==> config.mk <==
export PLATFORM = sky130hd
export DESIGN_NAME = modrst_seq
export DESIGN_NICKNAME = d
export VERILOG_FILES = /design/src/rtl/rsc_pkg.sv /design/src/rtl/rsc_ctrl_reg.sv /design/src/rtl/rsc_seq.sv /design/src/rtl/modrst_seq.sv
export SDC_FILE = /design/constraint.sdc
export NUM_CORES = 1
export LEC_CHECK = 0
export BUFFER_PORTS_ARGS = -buffer_cell sky130_fd_sc_hd__buf_2
export CAP_MARGIN = 10
export CORE_MARGIN = 3
export CORE_UTILIZATION = 30
export DETAILED_ROUTE_END_ITERATION = 7
export HOLD_SLACK_MARGIN = 0.1
export PLACE_DENSITY = 0.52
export SLEW_MARGIN = 20
export SYNTH_ARGS = -nofsm -noshare
export SYNTH_HDL_FRONTEND = slang
export SYNTH_SLANG_ARGS = --single-unit
==> constraint.sdc <==
create_clock -name clk -period 2.2 [get_ports clk]
set_input_delay 0.11 -clock clk [delete_from_list [all_inputs] [get_ports clk]]
set_output_delay 0.11 -clock clk [all_outputs]
set_load 0.1 [all_outputs]
==> src/rtl/rsc_pkg.sv <==
package rsc_pkg;

  localparam int OFS_WRITE = 'h0;
  localparam int OFS_SET   = 'h4;
  localparam int OFS_CLEAR = 'h8;

  typedef enum logic [1:0] {
    OP_NONE = 2'd0,
    OP_SET  = 2'd1,
    OP_CLR  = 2'd2
  } reg_op_e;

  typedef struct packed {
    reg_op_e op;
    logic    srst;
    logic    gate;
  } reg_cmd_t;

  typedef enum logic [3:0] {
    SQ_IDLE,
    SQ_CLR_SR,
    SQ_W_SR0,
    SQ_CLR_CG,
    SQ_SET_SR,
    SQ_W_CG1,
    SQ_REL_SR,
    SQ_W_SR0B,
    SQ_REL_CG,
    SQ_W_CG0
  } seq_state_e;

endpackage

==> src/rtl/rsc_ctrl_reg.sv <==
module rsc_ctrl_reg
  import rsc_pkg::*;
#(
  parameter int DATA_W     = 32,
  parameter int ADDR_W     = 4,
  parameter int SETTLE_CYC = 3
) (
  input  logic              clk,
  input  logic              rst_n,
  input  logic              bus_wr,
  input  logic [ADDR_W-1:0] bus_addr,
  input  logic [DATA_W-1:0] bus_wdata,
  input  logic              lock,
  input  reg_cmd_t          seq_cmd,
  input  logic              rst_ack,
  output logic [DATA_W-1:0] rdata,
  output logic              srst_q,
  output logic              gate_q,
  output logic              srst_view
);

  localparam int SR_BIT = DATA_W - 1;
  localparam int CG_BIT = DATA_W - 2;
  localparam int SET_W  = $clog2(SETTLE_CYC + 1);
  localparam logic [ADDR_W-1:0] A_WRITE = ADDR_W'(OFS_WRITE);
  localparam logic [ADDR_W-1:0] A_SET   = ADDR_W'(OFS_SET);
  localparam logic [ADDR_W-1:0] A_CLEAR = ADDR_W'(OFS_CLEAR);

  logic             wr_ok;
  logic             srst_n, gate_n;
  logic [SET_W-1:0] settle_q;

  assign wr_ok = bus_wr && !lock;

  always_comb begin
    srst_n = srst_q;
    gate_n = gate_q;
    if (wr_ok) begin
      if (bus_addr == A_WRITE) begin
        srst_n = bus_wdata[SR_BIT];
        gate_n = bus_wdata[CG_BIT];
      end else if (bus_addr == A_SET) begin
        srst_n = srst_q | bus_wdata[SR_BIT];
        gate_n = gate_q | bus_wdata[CG_BIT];
      end else if (bus_addr == A_CLEAR) begin
        srst_n = srst_q & ~bus_wdata[SR_BIT];
        gate_n = gate_q & ~bus_wdata[CG_BIT];
      end
    end else begin
      case (seq_cmd.op)
        OP_SET: begin
          srst_n = srst_q | seq_cmd.srst;
          gate_n = gate_q | seq_cmd.gate;
        end
        OP_CLR: begin
          srst_n = srst_q & ~seq_cmd.srst;
          gate_n = gate_q & ~seq_cmd.gate;
        end
        default: ;
      endcase
    end
    // reset acknowledged by the module: hardware sets the gate
    if (srst_q && rst_ack) gate_n = 1'b1;
  end

  always_ff @(posedge clk or negedge rst_n) begin
    if (!rst_n) begin
      srst_q   <= 1'b1;
      gate_q   <= 1'b1;
      settle_q <= '0;
    end else begin
      srst_q <= srst_n;
      gate_q <= gate_n;
      if (srst_q && !srst_n)   settle_q <= SET_W'(SETTLE_CYC);
      else if (settle_q != '0) settle_q <= settle_q - 1'b1;
    end
  end

  assign srst_view = srst_q || (settle_q != '0);

  always_comb begin
    rdata         = '0;
    rdata[SR_BIT] = srst_view;
    rdata[CG_BIT] = gate_q;
  end

  a_r4_hw_gate_set: assert property (@(posedge clk) disable iff (!rst_n)
    (srst_q && rst_ack) |=> gate_q);

  a_r3_settle_hold: assert property (@(posedge clk) disable iff (!rst_n)
    $fell(srst_q) |-> srst_view);

  a_r9_single_writer: assert property (@(posedge clk) disable iff (!rst_n)
    $onehot0({wr_ok, seq_cmd.op != OP_NONE}));

endmodule

==> src/rtl/rsc_seq.sv <==
module rsc_seq
  import rsc_pkg::*;
#(
  parameter int POLL_LIMIT = 1024
) (
  input  logic     clk,
  input  logic     rst_n,
  input  logic     start,
  input  logic     enable_only,
  input  logic     srst_view,
  input  logic     gate_bit,
  output reg_cmd_t cmd,
  output logic     busy,
  output logic     done,
  output logic     timeout_err
);

  localparam int CNT_W = (POLL_LIMIT > 2) ? $clog2(POLL_LIMIT) : 1;
  localparam logic [CNT_W-1:0] LAST_TRY = CNT_W'(POLL_LIMIT - 1);

  seq_state_e       st, after;
  logic [CNT_W-1:0] cnt;
  logic             eo_q, done_q, err_q;
  logic             waiting, met;

  always_comb begin
    waiting = 1'b1;
    met     = 1'b0;
    after   = SQ_IDLE;
    case (st)
      SQ_W_SR0:  begin met = !srst_view; after = SQ_CLR_CG; end
      SQ_W_CG1:  begin met = gate_bit;   after = SQ_REL_SR; end
      SQ_W_SR0B: begin met = !srst_view; after = SQ_REL_CG; end
      SQ_W_CG0:  begin met = !gate_bit;  after = SQ_IDLE;   end
      default:   waiting = 1'b0;
    endcase
  end

  always_comb begin
    cmd = '{op: OP_NONE, srst: 1'b0, gate: 1'b0};
    case (st)
      SQ_CLR_SR, SQ_REL_SR: cmd = '{op: OP_CLR, srst: 1'b1, gate: 1'b0};
      SQ_CLR_CG, SQ_REL_CG: cmd = '{op: OP_CLR, srst: 1'b0, gate: 1'b1};
      SQ_SET_SR:            cmd = '{op: OP_SET, srst: 1'b1, gate: 1'b0};
      default: ;
    endcase
  end

  always_ff @(posedge clk or negedge rst_n) begin
    if (!rst_n) begin
      st     <= SQ_IDLE;
      cnt    <= '0;
      eo_q   <= 1'b0;
      done_q <= 1'b0;
      err_q  <= 1'b0;
    end else begin
      done_q <= 1'b0;
      if (waiting) begin
        if (met) begin
          st  <= after;
          cnt <= '0;
          if (st == SQ_W_CG0) done_q <= 1'b1;
        end else if (cnt == LAST_TRY) begin
          st    <= SQ_IDLE;
          cnt   <= '0;
          err_q <= 1'b1;
        end else begin
          cnt <= cnt + 1'b1;
        end
      end else begin
        case (st)
          SQ_IDLE: if (start) begin
            st    <= SQ_CLR_SR;
            eo_q  <= enable_only;
            err_q <= 1'b0;
            cnt   <= '0;
          end
          SQ_CLR_SR: st <= SQ_W_SR0;
          SQ_CLR_CG: st <= eo_q ? SQ_REL_SR : SQ_SET_SR;
          SQ_SET_SR: st <= SQ_W_CG1;
          SQ_REL_SR: st <= SQ_W_SR0B;
          SQ_REL_CG: st <= SQ_W_CG0;
          default:   st <= SQ_IDLE;
        endcase
      end
    end
  end

  assign busy        = (st != SQ_IDLE);
  assign done        = done_q;
  assign timeout_err = err_q;

  a_r10_done_pulse: assert property (@(posedge clk) disable iff (!rst_n)
    done |=> !done);

  a_r8_no_done_on_err: assert property (@(posedge clk) disable iff (!rst_n)
    done |-> !timeout_err);

  a_r8_err_sticky: assert property (@(posedge clk) disable iff (!rst_n)
    (timeout_err && !(start && !busy)) |=> timeout_err);

  a_r6_enonly_no_set: assert property (@(posedge clk) disable iff (!rst_n)
    (busy && eo_q) |-> (cmd.op != OP_SET));

endmodule

==> src/rtl/modrst_seq.sv <==
module modrst_seq #(
  parameter int DATA_W     = 32,
  parameter int ADDR_W     = 4,
  parameter int SETTLE_CYC = 3,
  parameter int POLL_LIMIT = 1024
) (
  input  logic              clk,
  input  logic              rst_n,
  input  logic              bus_wr,
  input  logic [ADDR_W-1:0] bus_addr,
  input  logic [DATA_W-1:0] bus_wdata,
  output logic [DATA_W-1:0] bus_rdata,
  input  logic              start,
  input  logic              enable_only,
  output logic              done,
  output logic              timeout_err,
  input  logic              rst_ack,
  output logic              mod_rst,
  output logic              mod_clk_en
);

  rsc_pkg::reg_cmd_t seq_cmd;
  logic busy, srst_q, gate_q, srst_view;

  rsc_ctrl_reg #(
    .DATA_W(DATA_W), .ADDR_W(ADDR_W), .SETTLE_CYC(SETTLE_CYC)
  ) u_reg (
    .clk(clk), .rst_n(rst_n), .bus_wr(bus_wr), .bus_addr(bus_addr),
    .bus_wdata(bus_wdata), .lock(busy), .seq_cmd(seq_cmd),
    .rst_ack(rst_ack), .rdata(bus_rdata), .srst_q(srst_q),
    .gate_q(gate_q), .srst_view(srst_view)
  );

  rsc_seq #(.POLL_LIMIT(POLL_LIMIT)) u_seq (
    .clk(clk), .rst_n(rst_n), .start(start), .enable_only(enable_only),
    .srst_view(srst_view), .gate_bit(gate_q), .cmd(seq_cmd),
    .busy(busy), .done(done), .timeout_err(timeout_err)
  );

  assign mod_rst    = srst_q;
  assign mod_clk_en = !gate_q;

endmodule

# Word level (Yosys, flattened, before mapping)
# Cells that the tools add are included.
# totals
input_bits	42
register_bits	21
out_inout_bits	36
elab_cells	103
# classes
n_eq_ne	19
mux	36
addsub	2
n_reduce_logical	25
n_bitwise	13
# ops
cell	n
$mux 10	5
$pmux 4 s3	2
$pmux 4 s6	1
$eq 4x3->1 const B	5
$mux 1	18
$mux 4	4
$eq 4x4->1 const B	3
$add 10x1->10 const B	1
$eq 10x10->1 const B	1
$eq 4x2->1 const B	2
$logic_not 4->1	2
$reduce_bool 2->1	4
$reduce_bool 4->1	2
$mux 2	3
$reduce_and 2->1	3
$reduce_or 2->1	3
$ne 5x5->1 const B	1
$not 1->1	5
$and 1x1->1	4
$eq 4x1->1 const B	1
$logic_not 1->1	4
$ne 2x2->1 const B	2
$or 1x1->1	4
$pmux 1 s2	2
other kinds (11)	13

# Depth between registers and ports, before layout
# Gate-level depths: netlist (run 1).
# depth
depth_word	10
mapped_depth	10
mapped_depth_nobuf	9

# By module
# A second synthesis (run 1) with hierarchy kept.
# hier_totals
cells_unflattened	203
area_unflattened_um2	1731.7
# modules_own_cells
module	seq_area_each_um2	cells_each	area_per_inst_um2	instances
rsc_seq	425.4	129	1153.6	1
rsc_ctrl_reg	102.6	73	574.3	1
modrst_seq	0.0	1	3.8	1

# Worst setup path after synthesis (run 1)
# No wires, ideal clock.
# synth_path
path_kind	register to register
startpoint	register u_reg.srst_q
endpoint	register u_seq.cnt[2]
stages_incl_launch_ff	5
n_path_buf	0
setup_slack_ns	0.090
setup_ns	0.101
period_less_slack_ns	2.110
arrival_time_ns	2.010
t_required_ns	2.099
cell_sequence	dfstp_2 -> and3b_1 -> nor4_4 -> o31ai_4 -> o311ai_2
# synth_between
elab_chain_cells	5
# synth_lines
item	line_no	source
from (decl)	rsc_ctrl_reg.sv:17	output logic srst_q,
from (signal assigned)	rsc_ctrl_reg.sv:72	srst_q <= srst_n;
$logic_or 1x1->1	rsc_ctrl_reg.sv:79	assign srst_view = srst_q || (settle_q != '0);
$logic_not 1->1	rsc_seq.sv:31, rsc_seq.sv:33	
$pmux 1 s3	rsc_seq.sv:30	case (st)
$mux 10	rsc_seq.sv:59	if (met) begin
$mux 10	rsc_seq.sv:58	if (waiting) begin
to (signal assigned)	rsc_seq.sv:68	cnt <= cnt + 1'b1;
to (decl)	rsc_seq.sv:22	logic [CNT_W-1:0] cnt;
# Every way passes these cells.
# A chain may end at the register's enable or synchronous reset.

# Worst setup path after layout (run 1)
# layout_path
startpoint	register u_reg.settle_q[0]
endpoint	register u_seq.st[2]
# layout_between
elab_chain_cells	6
elab_cells_between_ends	8
classes_between	1 x eq/ne; 3 x mux; 4 x reduce/logical
# layout_lines
item	line_no	source
from (decl)	rsc_ctrl_reg.sv:31	logic [SET_W-1:0] settle_q;
from (signal assigned)	rsc_ctrl_reg.sv:74	if (srst_q && !srst_n) settle_q <= SET_W'(SETTLE_CYC);
from (signal assigned)	rsc_ctrl_reg.sv:75	else if (settle_q != '0) settle_q <= settle_q - 1'b1;
$reduce_bool 2->1 *	rsc_ctrl_reg.sv:79	
$logic_or 1x1->1 *	rsc_ctrl_reg.sv:79	
$logic_not 1->1 *	rsc_seq.sv:31, rsc_seq.sv:33	
$pmux 1 s3 *	rsc_seq.sv:30	
$ne 3x3->1 (no source line) or $mux 4 (tied branches)	n/a	
$reduce_and 2->1 (no source line) or $mux 4 (tied branches)	n/a	
to (signal assigned)	rsc_seq.sv:60	st <= after;
to (signal assigned)	rsc_seq.sv:79	SQ_CLR_CG: st <= eo_q ? SQ_REL_SR : SQ_SET_SR;
to (decl)	rsc_seq.sv:21	seq_state_e st, after;
# Mark *: on every way between the ends. The rest lies on a longest branch, timed or not.

==> run summary, run 1 <==
Drt wl/cell - 12.5 um
Startpoint Class - flip-flop
Predominant post-synthesis flop cell - dfrtp_1
Psw - 1.43 mW
Clk buf depth - 2
CTS buffer count - 3
Pin count of the biggest net entering global routing - 22
P_int - 1.16 mW
Post-synthesis cell area - 1740 sq um
Post-synthesis sequential area ratio - 30.4%
Max Fclk - 0.483 GHz
Area Growth Syn to Fin - 7.43%
Initial Utilization - 31.3%
Final slew viol count - 0
RePlAce Congestion - 0.835
Setup TNS - 0 ns
Final Critical Period - 2.07 ns
Global-route wire length before repair - 6150 um
Setup Skew - 0.00406 ns
H-tree depth - 1
Drt pass-1 iters - 4
CTS tree - done
Via density - 4.74
# IOs - 78
Area leader, netlist - dfrtp_1
Number of DRC markers in iteration 0 - 80
Max VDD drop - 0.535 mV
Die Area - 6730 sq um
Worst Tran Pin Value - 0.628 ns
Post-CTS Setup Bufs - 0
Core Box Area - 5540 sq um
Antenna violations before repair - 0
Top cell type's share of synthesized area - 27.4%
Detailed-route via count - 1388
Tightest Hold Check Type - input pin to flip-flop
CTS Sinks - 21
Crit-path max FO - 10
Synthesized instance count - 200
Detail Route Antenna Nets - 0
Final-report setup violation count - 0
Post-synth EDFFs - 0
Crit path DAT - 2.18 ns
Total GRT Usage - 11.9%
Clock-pin transition on the worst setup and hold timing paths - 0.09 ns
Detailed placement HPWL - 2750 um
Site Rows - 27
Clock Power Share - 10.2%
RSZ-0062 raised after global routing - no
Most frequent cell after synthesis - buf_4
Outcome - completed
Synth Register Bits - 21
Logic pwr share - 64.5%
Max-cap violations - 0
Hold Fails Final Rpt - 0
Cell depth of the worst min-delay path - 4
Fin util - 33.6%
Switch share - 55.3%
Largest cells by area after synthesis - dfrtp_1 27%, buf_4 14%, inv_1 3.2%, nand3_1 3.2%, dfstp_2 3.0%
Vias in the first global route - 1225
Rel. slew slack - 57.9%
Hold_ws - 0.204 ns
Total power - 2.59 mW
Port-buffer cells - 17
Layout cell share with drive strength beyond 1 - 19.0%
Crit Path Class - flip-flop to flip-flop
Ant diodes - 0
Critical Path RT - 2.31 ns
Total grt overflow - 0
Avg Inst Size Synth - 8.68 sq um
Pre-CTS setup slack - 0.107 ns
Async set-or-reset flop fraction in the synthesized netlist - 100%
Setup crit end kind - flip-flop
Die span in y - 82.1 um
Power density cells - 1390 nW/um^2
Worst skew pair latency - 0.26 ns
Crit share post-route - 94.0%
Drc violations - 0
Leak - 0.824 nW
Slack of the critical path - 0.131 ns
Die outline width - 82.1 um
Worst Reg-to-Reg Cells - 7
DRT Wirelength - 3670 um
Root Driver - clkbuf_8
NumNets Final - 268
Synthesis Warnings - 0
Commonest cells in the netlist - 32 x buf_4, 19 x dfrtp_1, 15 x inv_1
Distinct cells, synth - 55
Seq pwr share - 25.3%
-- final timing paths --
kind                                               start                       endpoint  slack (ns)
setup / recovery           u_reg.settle_q[0]$_DFFE_PN0P_        u_seq.st[2]$_DFFE_PN0P_        0.13
hold / removal                                     start  u_seq.timeout_err$_DFFE_PN0P_        0.20
setup reg to reg           u_reg.settle_q[0]$_DFFE_PN0P_        u_seq.st[2]$_DFFE_PN0P_        0.13
hold reg to reg            u_seq.timeout_err$_DFFE_PN0P_  u_seq.timeout_err$_DFFE_PN0P_        0.50
max in group asynchronous                          rst_n       u_reg.gate_q$_DFFE_PN1P_        1.50
min in group asynchronous                          rst_n       u_seq.cnt[5]$_DFFE_PN0P_        0.34
-- area by class of cell --
type / count / area (sq um)
Fill cell: 607 / 3680
Inverter: 15 / 56.3
Timing Repair Buffer: 26 / 158
Clock buffer: 3 / 41.3
Multi-Input combinational cell: 155 / 986
Clock inverter: 1 / 5.00
Sequential cell: 21 / 528
Tap cell: 72 / 90.1
-- cell families (layout without fill, tap and decap cells) --
group / count (synthesis) / count (layout) / share of synthesized area [%]
compound gates: 51 / 51 / 22.6
mux: 2 / 2 / 1.23
simple gates: 65 / 65 / 22.1
flops: 21 / 21 / 30.4
other cells: 1 / 30 / 0.216
buf+inv: 53 / 45 / 19.0
xor+xnor: 3 / 3 / 1.51
fa+ha+maj: 4 / 4 / 2.88
-- through the flow --
stage               instances  area [sq um]
global placement          287          1800
global route              293          1860
detailed placement        287          1800
floorplan                 229          1840
finish                    293          1860
CTS                       293          1860
-- worst max-delay path, cell delays in order, from the launching register on --
cell and delay (ns):
dfrtp_1 0.40, inv_1 0.07, ha_1 0.25, and3b_1 0.25, nor4_4 0.06, buf_4 0.17
o31ai_4 0.52, o32ai_1 0.20
-- repair_timing --
action | 4_1_cts | 5_1_grt
endpoints found under the hold margin | 20 | 0
hold buffers | 2 | 0
gates resized for setup | 0 | 0
-- sequential cells by signal (all words and copies together), names as in the netlist --
register / count
u_reg.settle_q: 2
u_seq.timeout_err: 1
u_seq.cnt: 10
u_seq.eo_q: 1
u_reg.gate_q: 1
u_reg.srst_q: 1
u_seq.st: 4
u_seq.done: 1
-- metal layers --
metal	up-vias	share of wire [%]	global-route usage, %
met5	-	0	0
met4	0	0.90	3.99
met3	2	4.4	1.43
met2	37	45	18.0
met1	643	49	17.3
li1	706	-	-
-- cell usage in the layout (no fill, tap or decap), drive strengths merged, types with 2 or more instances in the layout --
cell | netlist | routed
nor2b | 2 | 2
nor4 | 2 | 2
o31a | 2 | 2
dfrtp | 19 | 19
a21oi | 6 | 6
o21a | 2 | 2
o2bb2ai | 4 | 4
nand4 | 4 | 4
o21ai | 9 | 9
a21boi | 2 | 2
nand3 | 11 | 11
buf | 36 | 24
nor2 | 10 | 10
ha | 4 | 4
xnor2 | 2 | 2
o211ai | 6 | 6
and2b | 3 | 3
o31ai | 4 | 4
a31oi | 2 | 2
and4 | 2 | 2
inv | 15 | 15
o311ai | 3 | 3
and3b | 2 | 2
nor3 | 9 | 9
clkbuf | 2 | 3
nand2 | 11 | 11
and3 | 2 | 2
conb | 1 | 30
nor3b | 2 | 2
dlygate4sd3 | 0 | 2
a2bb2oi | 2 | 2
dfstp | 2 | 2
-- power by group through the flow --
stage          registers (mW)  logic [mW]  clock network (mW)
6_report                0.657        1.67               0.264
5_1_grt                 0.686        1.85               0.291
4_1_cts                 0.658        1.68               0.279
3_5_place_dp            0.662        1.68                   0
3_3_place_gp            0.659        1.67                   0
2_1_floorplan           0.676        1.37                   0
No activity file was read; power rests on OpenSTA's default activity.
==> run 2: changes to the inputs <==
--- a/config.mk
+++ b/config.mk
@@ -12,6 +12,7 @@
 export DETAILED_ROUTE_END_ITERATION = 7
 export HOLD_SLACK_MARGIN = 0.1
 export PLACE_DENSITY = 0.52
+export REMOVE_ABC_BUFFERS = 1
 export SLEW_MARGIN = 20
 export SYNTH_ARGS = -nofsm -noshare
 export SYNTH_HDL_FRONTEND = slang
==> run summary, run 2 (synthesis gave the netlist of run 1 again) <==
Outcome - completed (unchanged)
Top flop regs - u_seq.cnt: 10 flops, u_seq.st: 4 flops, u_reg.settle_q: 2 flops (unchanged)
Root Driver - clkbuf_8 (unchanged)
Hold_ws - 0.209 ns (was 0.204 ns)
Global-route wire length before repair - 6110 um (was 6150 um)
Die span in y - 82.1 um (unchanged)
Seq pwr share - 24.6% (was 25.3%)
Detailed placement HPWL - 2740 um (was 2750 um)
Via density - 4.70 (was 4.74)
Detail Route met3 WL - 191 um (was 161 um)
CP Cell Sequence - nor3b_1 > a21oi_1 > o21a_1 > inv_1 > ha_1 > a311oi_1 > mux2i_1 > and3_1 (was inv_1 > ha_1 > and3b_1 > nor4_4 > buf_4 > o31ai_4 > o32ai_1)
Number of DRC markers in iteration 0 - 53 (was 80)
CP max stage delay - 0.49 ns (was 0.52 ns)
# IOs - 78 (unchanged)
Max VDD drop - 0.745 mV (was 0.535 mV)
NumNets Final - 271 (was 268)
Metal2 WL - 1630 um (was 1660 um)
Ant diodes - 0 (unchanged)
Die outline width - 82.1 um (unchanged)
Port-buffer cells - 17 (unchanged)
P_int - 1.19 mW (was 1.16 mW)
Startpoint Class - flip-flop (unchanged)
Leak - 0.835 nW (was 0.824 nW)
CTS tree - done (unchanged)
Rel. slew slack - 60.9% (was 57.9%)
Worst skew pair latency - 0.27 ns (was 0.26 ns)
Total grt overflow - 0 (unchanged)
Psw - 1.43 mW (about the same)
Max Fclk - 0.508 GHz (was 0.483 GHz)
Commonest non-fill, non-tap cells in the layout - 30 x conb_1, 19 x dfrtp_1, 17 x buf_2, 15 x inv_1 (unchanged)
Hold Fails Final Rpt - 0 (unchanged)
Layout cell share with drive strength beyond 1 - 20.1% (was 19.0%)
Commonest non-fill, non-tap cell in the layout - conb_1 (unchanged)
Pin count of the biggest net entering global routing - 22 (unchanged)
Crit path DAT - 2.17 ns (was 2.18 ns)
Tightest Hold Check Type - input pin to flip-flop (unchanged)
Site Rows - 27 (unchanged)
Biggest register - u_seq.cnt (unchanged)
Final-report setup violation count - 0 (unchanged)
Max-cap violations - 0 (unchanged)
Placed Cells - 290 (was 287)
Core Box Area - 5540 sq um (unchanged)
Switch share - 54.7% (was 55.3%)
Post-CTS Setup Bufs - 0 (unchanged)
Drt wl/cell - 12.2 um (was 12.5 um)
Layout filler cell count - 588 (was 607)
WL met1 - 1770 um (was 1810 um)
H-tree depth - 1 (unchanged)
Crit-path max FO - 9 (was 10)
Crit-path slowest cell - dfrtp_1 (was o31ai_4)
Total GRT Usage - 11.5% (was 11.9%)
Detail Route Antenna Nets - 0 (unchanged)
CTS buffer count - 3 (unchanged)
Fin util - 34.1% (was 33.6%)
Crit share post-route - 89.4% (was 94.0%)
Logic pwr share - 65.2% (was 64.5%)
Crit Path Class - flip-flop to flip-flop (unchanged)
Drt pass-1 iters - 4 (unchanged)
CTS Sinks - 21 (unchanged)
RSZ-0062 raised after global routing - no (unchanged)
Top sig layer - met4 (unchanged)
Detailed-route via count - 1390 (was 1388)
RePlAce Congestion - 0.783 (was 0.835)
Clock Power Share - 10.2% (about the same)
Antenna violations before repair - 0 (unchanged)
Setup crit end kind - flip-flop (unchanged)
Power density cells - 1390 nW/um^2 (about the same)
Vias in the first global route - 1266 (was 1225)
Area Growth Syn to Fin - 8.87% (was 7.43%)
Sequential cell area - 528 sq um (unchanged)
Final slew viol count - 0 (unchanged)
Clock-pin transition on the worst setup and hold timing paths - 0.09 ns (about the same)
Non-filler cells in the finished layout - 296 (was 293)
DRT Wirelength - 3610 um (was 3670 um)
Drc violations - 0 (unchanged)
Die Area - 6730 sq um (unchanged)
Area taken by multi-input logic gates - 986 sq um (unchanged)
Worst Tran Pin Value - 0.584 ns (was 0.628 ns)
Critical Path RT - 2.41 ns (was 2.31 ns)
Max reg flops - 10 (unchanged)
R2r setup slk - 0.23 ns (was 0.13 ns)
Final Critical Period - 1.97 ns (was 2.07 ns)
Initial Utilization - 31.3% (unchanged)
Clk buf depth - 2 (unchanged)
Setup Skew - 0.00831 ns (was 0.00406 ns)
==> run 2: worst max-delay path: cells and delay by family (launching register included) <==
family | cells | cell delay [ns]
AO/OA/AOI/OAI | 3 | 0.52
flip-flops | 1 | 0.49
AND/OR/NAND/NOR | 2 | 0.46
adder cells (fa/ha/maj) | 1 | 0.26
multiplexers | 1 | 0.12
buffers and inverters | 1 | 0.06
==> run 2: through the flow <==
step / area (sq um) / setup slack (ns) / TNS (ns) / power (mW)
2_1_floorplan: 1570 / -0.138 / -0.138 / 1.95
3_3_place_gp: 1820 / 0.254 / 0 / 2.36
3_5_place_dp: 1820 / 0.241 / 0 / 2.37
4_1_cts: 1890 / 0.228 / 0 / 2.64
5_1_grt: 1890 / 0.0781 / 0 / 2.85
6_report: 1890 / 0.233 / 0 / 2.62
==> run 2: final timing paths <==
path | from | end | depth (start not counted)
worst max-delay path | u_seq.st[1]$_DFFE_PN0P_ | u_reg.srst_q$_DFF_PN1_ | 8
worst min-delay path | bus_wdata[31] | u_reg.settle_q[1]$_DFFE_PN0P_ | 3
worst max register to register | u_seq.st[1]$_DFFE_PN0P_ | u_reg.srst_q$_DFF_PN1_ | 8
worst min register to register | u_seq.timeout_err$_DFFE_PN0P_ | u_seq.timeout_err$_DFFE_PN0P_ | 2
max in group asynchronous | rst_n | u_reg.srst_q$_DFF_PN1_ | 2
min in group asynchronous | rst_n | u_seq.st[0]$_DFFE_PN0P_ | 2
==> run 2: area by class of cell <==
type	instances	share of cell area [%]
clock buffer	3	2.19
multi-input combinational	155	52.2
tap	72	4.77
inverter	15	2.98
clock inverter	1	0.397
sequential	21	27.9
timing repair buffer	29	9.54
==> run 2: power by group through the flow <==
stage / logic [mW] / registers, mW / clock network, mW
6_report: 1.71 / 0.643 / 0.268
5_1_grt: 1.89 / 0.671 / 0.293
4_1_cts: 1.72 / 0.642 / 0.279
3_5_place_dp: 1.72 / 0.648 / 0
3_3_place_gp: 1.71 / 0.650 / 0
2_1_floorplan: 1.16 / 0.790 / 0
==> run 2: routing by layer <==
metal,track usage (%),vias to the layer above
met4,2.82,0
met3,2.30,2
met5,0,-
met1,15.9,642
li1,-,707
met2,18.2,39
==> run 2: what timing repair did <==
item                      CTS  global route
hold endpoints to repair   20             0
gates resized for setup     0             0
hold buffers                2             0
